$ cat config.mk
export PLATFORM = sky130hd
export DESIGN_NAME = spec_ret_stack
export DESIGN_NICKNAME = d
export VERILOG_FILES = /design/src/rtl/srs_pkg.sv /design/src/rtl/srs_arbiter.sv /design/src/rtl/srs_lane.sv /design/src/rtl/srs_rsp.sv /design/src/rtl/spec_ret_stack.sv
export SDC_FILE = /design/constraint.sdc
export NUM_CORES = 2
export LEC_CHECK = 0
export BUFFER_PORTS_ARGS = -buffer_cell sky130_fd_sc_hd__clkbuf_2
export CELL_PAD_IN_SITES_DETAIL_PLACEMENT = 0
export CELL_PAD_IN_SITES_GLOBAL_PLACEMENT = 1
export CORE_MARGIN = 2
export CORE_UTILIZATION = 50
export CTS_BUF_LIST = sky130_fd_sc_hd__clkbuf_4 sky130_fd_sc_hd__clkbuf_8
export CTS_CLUSTER_DIAMETER = 100
export DETAILED_ROUTE_END_ITERATION = 16
export GPL_TIMING_DRIVEN = 0
export PLACE_DENSITY = 0.74
export SLEW_MARGIN = 20
export SYNTH_ARGS = -nofsm -noshare
export SYNTH_HDL_FRONTEND = slang
export SYNTH_SLANG_ARGS = --single-unit
$ cat constraint.sdc
create_clock -name clk -period 8.9 [get_ports clk]
set_input_delay 1.335 -clock clk [delete_from_list [all_inputs] [get_ports clk]]
set_output_delay 1.335 -clock clk [all_outputs]
set_load 0.03 [all_outputs]
$ cat src/rtl/srs_pkg.sv
package srs_pkg;
  typedef enum logic [1:0] {
    LOP_IDLE    = 2'd0,
    LOP_PUSH    = 2'd1,
    LOP_DROP    = 2'd2,
    LOP_RESTORE = 2'd3
  } lane_op_e;
endpackage

$ cat src/rtl/srs_arbiter.sv
module srs_arbiter
  import srs_pkg::*;
(
  input  logic     restore_req,
  input  logic     push_req,
  input  logic     pop_req,
  input  logic     undo_req,
  output lane_op_e op,
  output logic     rsp_req
);
  // single winner per cycle: restore > push > pop > undo
  always_comb begin
    op      = LOP_IDLE;
    rsp_req = 1'b0;
    if (restore_req)   op = LOP_RESTORE;
    else if (push_req) op = LOP_PUSH;
    else if (pop_req) begin
      op      = LOP_DROP;
      rsp_req = 1'b1;
    end
    else if (undo_req) op = LOP_DROP;
  end
endmodule

$ cat src/rtl/srs_lane.sv
module srs_lane
  import srs_pkg::*;
#(
  parameter int DEPTH = 16,
  parameter int AW    = 32,
  localparam int IW   = $clog2(DEPTH)
)(
  input  logic          clk,
  input  logic          rst_n,
  input  logic          en,
  input  lane_op_e      op,
  input  logic [AW-1:0] push_addr,
  input  logic [IW-1:0] fix_idx,
  input  logic [AW-1:0] fix_val,
  output logic [IW-1:0] top_idx,
  output logic [AW-1:0] top_val
);
  logic [AW-1:0] slots [DEPTH];
  logic [IW-1:0] tos;
  logic [IW-1:0] tos_up;
  logic [IW-1:0] tos_dn;

  assign tos_up  = tos + IW'(1);
  assign tos_dn  = tos - IW'(1);
  assign top_idx = tos;
  assign top_val = slots[tos];

  always_ff @(posedge clk) begin
    if (!rst_n) begin
      tos <= '0;
      for (int i = 0; i < DEPTH; i++) slots[i] <= '0;
    end else if (en) begin
      unique case (op)
        LOP_PUSH: begin
          tos           <= tos_up;
          slots[tos_up] <= push_addr;
        end
        LOP_DROP: tos <= tos_dn;
        LOP_RESTORE: begin
          tos            <= fix_idx;
          slots[fix_idx] <= fix_val;
        end
        default: ;
      endcase
    end
  end
endmodule

$ cat src/rtl/srs_rsp.sv
module srs_rsp #(
  parameter int AW = 32,
  parameter int IW = 4
)(
  input  logic          clk,
  input  logic          rst_n,
  input  logic          req,
  input  logic [IW-1:0] idx_in,
  input  logic [AW-1:0] val_in,
  output logic          valid_o,
  output logic [AW-1:0] target_o,
  output logic [IW-1:0] idx_o
);
  always_ff @(posedge clk) begin
    if (!rst_n) begin
      valid_o  <= 1'b0;
      target_o <= '0;
      idx_o    <= '0;
    end else begin
      valid_o <= req;
      if (req) begin
        target_o <= val_in;
        idx_o    <= idx_in;
      end
    end
  end
endmodule

$ cat src/rtl/spec_ret_stack.sv
module spec_ret_stack
  import srs_pkg::*;
#(
  parameter int DEPTH   = 16,
  parameter int THREADS = 4,
  parameter int AW      = 32,
  localparam int IW     = $clog2(DEPTH),
  localparam int TW     = (THREADS > 1) ? $clog2(THREADS) : 1
)(
  input  logic          clk,
  input  logic          rst_n,
  input  logic [TW-1:0] tid_i,
  input  logic          push_i,
  input  logic [AW-1:0] push_addr_i,
  input  logic          pop_i,
  input  logic          undo_i,
  input  logic          restore_i,
  input  logic [IW-1:0] restore_idx_i,
  input  logic [AW-1:0] restore_tgt_i,
  output logic          rsp_valid_o,
  output logic [AW-1:0] rsp_target_o,
  output logic [IW-1:0] rsp_idx_o
);
  lane_op_e              op;
  logic                  rsp_req;
  logic [IW-1:0]         lane_idx [THREADS];
  logic [AW-1:0]         lane_val [THREADS];
  logic [THREADS*IW-1:0] tos_flat;
  logic [IW-1:0]         sel_idx;
  logic [AW-1:0]         sel_val;

  srs_arbiter u_arb (
    .restore_req (restore_i),
    .push_req    (push_i),
    .pop_req     (pop_i),
    .undo_req    (undo_i),
    .op          (op),
    .rsp_req     (rsp_req)
  );

  for (genvar t = 0; t < THREADS; t++) begin : g_lane
    srs_lane #(.DEPTH(DEPTH), .AW(AW)) u_lane (
      .clk       (clk),
      .rst_n     (rst_n),
      .en        (int'(tid_i) == t),
      .op        (op),
      .push_addr (push_addr_i),
      .fix_idx   (restore_idx_i),
      .fix_val   (restore_tgt_i),
      .top_idx   (lane_idx[t]),
      .top_val   (lane_val[t])
    );
    assign tos_flat[t*IW +: IW] = lane_idx[t];
  end

  always_comb begin
    sel_idx = '0;
    sel_val = '0;
    for (int t = 0; t < THREADS; t++) begin
      if (int'(tid_i) == t) begin
        sel_idx = lane_idx[t];
        sel_val = lane_val[t];
      end
    end
  end

  srs_rsp #(.AW(AW), .IW(IW)) u_rsp (
    .clk      (clk),
    .rst_n    (rst_n),
    .req      (rsp_req),
    .idx_in   (sel_idx),
    .val_in   (sel_val),
    .valid_o  (rsp_valid_o),
    .target_o (rsp_target_o),
    .idx_o    (rsp_idx_o)
  );
endmodule

==> results.json <==
{
  "status": "completed",
  "cts_hold_buf": 0,
  "syn_area_sq_um": 92800,
  "first_pass_iters": 8,
  "cpPeakStageDelay_ns": 0.91,
  "io_buffers": 110,
  "slew_headroom_pct": 14.9,
  "post_cts_resized": 0,
  "worstPathCellList": "clkbuf_1, clkbuf_1, nor2b_1, a22oi_1, nand3_1, nand4_1, o21ai_1, nor2_1",
  "worst_pin_slew_ns": 1.24,
  "pwr_density_cell_nw_per_um2": 211,
  "holdCritPathClass": "flip-flop to flip-flop",
  "place_hpwl_mm": 253,
  "stdcell_count": 9990,
  "timing.rr.end": "u_rsp.target_o[8]$_SDFFE_PN0P_",
  "viasPerCell": 6.34,
  "setup_viol": 0,
  "grt_most_used_layer": "met2",
  "synth_cell_types": 57,
  "grt_pass1_wl_mm": 485,
  "antenna_left": 0,
  "coreArea_sq_um": 185000,
  "fmax_mhz": 210,
  "clk_latency_ns": 1.10,
  "clk_pin_slew_worst_paths_ns": 0.06,
  "fin_crit_sh_pct": 53.4,
  "cts.sinks": 2117,
  "cts_tree": "done",
  "met2_usage_pct": 55.8,
  "gp_congestion": 1.09,
  "synth_ff_type": "edfxtp_1",
  "fp.dieW_microns": 435,
  "grt.overflow.total": 0,
  "ios": 113,
  "die_y_microns": 435,
  "area_growth_pct": 13.3,
  "ys_ff_latch": 2117,
  "grt_pass1_vias": 60770,
  "initial_core_util_pct": 50.2,
  "ir_drop_v": 0.000145,
  "yosys.area.top_type": "edfxtp_1",
  "synthArstFlopShare_pct": 0,
  "synth.most_common_cell": "nor2_1",
  "period_minus_slack_ns": 4.76,
  "post_synth_main_area_contributors": "edfxtp_1, nor2_1, mux4_2, mux2i_1, dfxtp_1",
  "cts_htree_levels": 5,
  "critPathSlowestCell": "nor2b_1",
  "cap_violations": 0,
  "rrSetupSlack_ns": 4.14,
  "design_area_sq_um": 105000,
  "synth_edf_count": 2048,
  "p_leak_nw": 37.0,
  "drc": 0,
  "hold_viol": 0,
  "finClkSkew_ns": 0.0597,
  "post_dp_cell_area_sq_um": 98300,
  "grt_setup_unrepaired": "false",
  "wl_per_cell_microns": 35.8,
  "synth_top_area_share_pct": 66.3,
  "clockBufferDepth": 4,
  "endpoint": "u_rsp.target_o[8]$_SDFFE_PN0P_",
  "fp.dieArea_sq_um": 189000,
  "rr_worst_depth": 8,
  "cp.arrival_ns": 5.71,
  "cpMostUsedCell": "clkbuf_1",
  "dr.first_iter.drc_count": 9899,
  "startpoint_type": "flip-flop",
  "crit_required_ns": 9.85,
  "finalWirelength_mm": 358,
  "fin_tns_setup_ns": 0,
  "crit_fanout": 10,
  "yosys-top-cells-count": "nor2_1, edfxtp_1, mux2i_1, mux4_2, clkbuf_1",
  "syn_inst": 6678,
  "use_met3_pct": 11.4,
  "num-fill-cells": 15133,
  "postCtsSetupBuffers": 0,
  "final_max_slew_viol_count": 0,
  "layout-drive-gt1-share_pct": 19.7,
  "antenna_found_initial": 26,
  "grt.total_usage_pct": 37.4,
  "ys_seq_area_share_pct": 67.8,
  "grt_max_degree": 33,
  "hold_depth": 2,
  "crit_path_end_kind": "flip-flop",
  "met1_usage_pct": 47.3,
  "final_nets": 7320,
  "cts_root_buffer": "clkbuf_8",
  "dpl.cell_count": 9346,
  "via_count": 63337,
  "syn_area_per_cell_sq_um": 13.9,
  "synth_nets": 6762,
  "path_class": "flip-flop to flip-flop",
  "cts_made_buffers": 368,
  "row_count": 158,
  "synth_warnings": 0
}
## per-layer routing
| metal | routed length [microns] | vias up | part of all wire (%) |
|---|---|---|---|
| li1 | - | 25758 | - |
| met1 | 126000 | 32183 | 35 |
| met2 | 159000 | 4390 | 44 |
| met3 | 44300 | 990 | 12 |
| met4 | 28000 | 16 | 7.8 |
| met5 | 116 | - | 0.032 |
## report_power, final
part / switching (mW) / leakage (nW) / internal [mW]
registers: 0.128 / 21.7 / 11.3
clock network: 4.04 / 3.56 / 4.48
logic: 1.61 / 11.7 / 0.646
total: 5.78 / 37.0 / 16.4
## cell type report
class	count	area [sq um]	area share [%]
clock buffer	484	5990	5.70
sequential	2117	62900	59.8
multi-input combinational	3983	27600	26.2
clock inverter	138	707	0.673
buffer	564	2640	2.51
tap	2480	3100	2.95
antenna	22	55.1	0.0524
inverter	14	52.6	0.0500
timing repair buffer	188	2100	2.00
## cells by family (layout without fill, tap and decap cells)
kind of cell | Yosys count | after routing | synth area share [%]
DFF | 2117 | 2117 | 67.8
xor gates and xnor gates | 12 | 12 | 0.113
AOI/OAI and AO/OA | 501 | 501 | 3.96
buffers and inverters | 578 | 1388 | 2.89
adders and majority gates | 8 | 8 | 0.108
and+or+nand+nor | 2523 | 2523 | 10.7
muxes | 939 | 939 | 14.5
other | 0 | 22 | 0
## sequential cells by signal, summed over array words and instances (netlist names), named ones only
signal                 flops
g_lane.u_lane.slots     2048
u_rsp.target_o            32
u_rsp.idx_o                4
g_lane.u_lane.top_idx     16
u_rsp.valid_o              1
## cells in the final DEF (no fill, tap or decap), types with 108 or more instances in the layout
master,count
clkbuf_4,108
a22oi_1,173
nor2_1,2099
clkbuf_2,118
clkbuf_8,376
buf_2,218
edfxtp_1,2048
nand2_1,140
mux2i_1,563
mux4_2,309
clkbuf_1,277
## metrics by stage
| stage | setup WS (ns) | total power [mW] | utilization, % | hold WS [ns] |
|---|---|---|---|---|
| global placement | 1.67 | 13.7 | 52.2 | 0.472 |
| CTS | 4.36 | 22.1 | 56.8 | 0.487 |
| global route | 4.20 | 22.6 | 56.8 | 0.508 |
| floorplan | 5.12 | 12.7 | - | 0.495 |
| detailed placement | 3.41 | 13.8 | 53.2 | 0.479 |
| finish | 4.14 | 22.2 | 56.9 | 0.479 |
## critical path: cells and delay by family, from the launching register on
kind | cells | cell delay, ns
flops | 1 | 0.35
simple gates | 4 | 1.93
buf+inv | 2 | 1.21
compound gates | 2 | 1.11
## worst min-delay path by stage
| stage | start | end | slack, ns |
|---|---|---|---|
| 3_3_place_gp | u_rsp.idx_o[0]$_SDFFE_PN0P_ | u_rsp.idx_o[0]$_SDFFE_PN0P_ | 0.47 |
| 5_1_grt | u_rsp.idx_o[0]$_SDFFE_PN0P_ | u_rsp.idx_o[0]$_SDFFE_PN0P_ | 0.51 |
| 4_1_cts | u_rsp.idx_o[0]$_SDFFE_PN0P_ | u_rsp.idx_o[0]$_SDFFE_PN0P_ | 0.49 |
| 3_5_place_dp | u_rsp.idx_o[0]$_SDFFE_PN0P_ | u_rsp.idx_o[0]$_SDFFE_PN0P_ | 0.48 |
| 6_report | u_rsp.idx_o[0]$_SDFFE_PN0P_ | u_rsp.idx_o[0]$_SDFFE_PN0P_ | 0.48 |
| 2_1_floorplan | g_lane[3].u_lane.top_idx[3]$_SDFFE_PN0P_ | flip-flop | 0.50 |
Note: power is estimated with default switching activity, not from simulation.
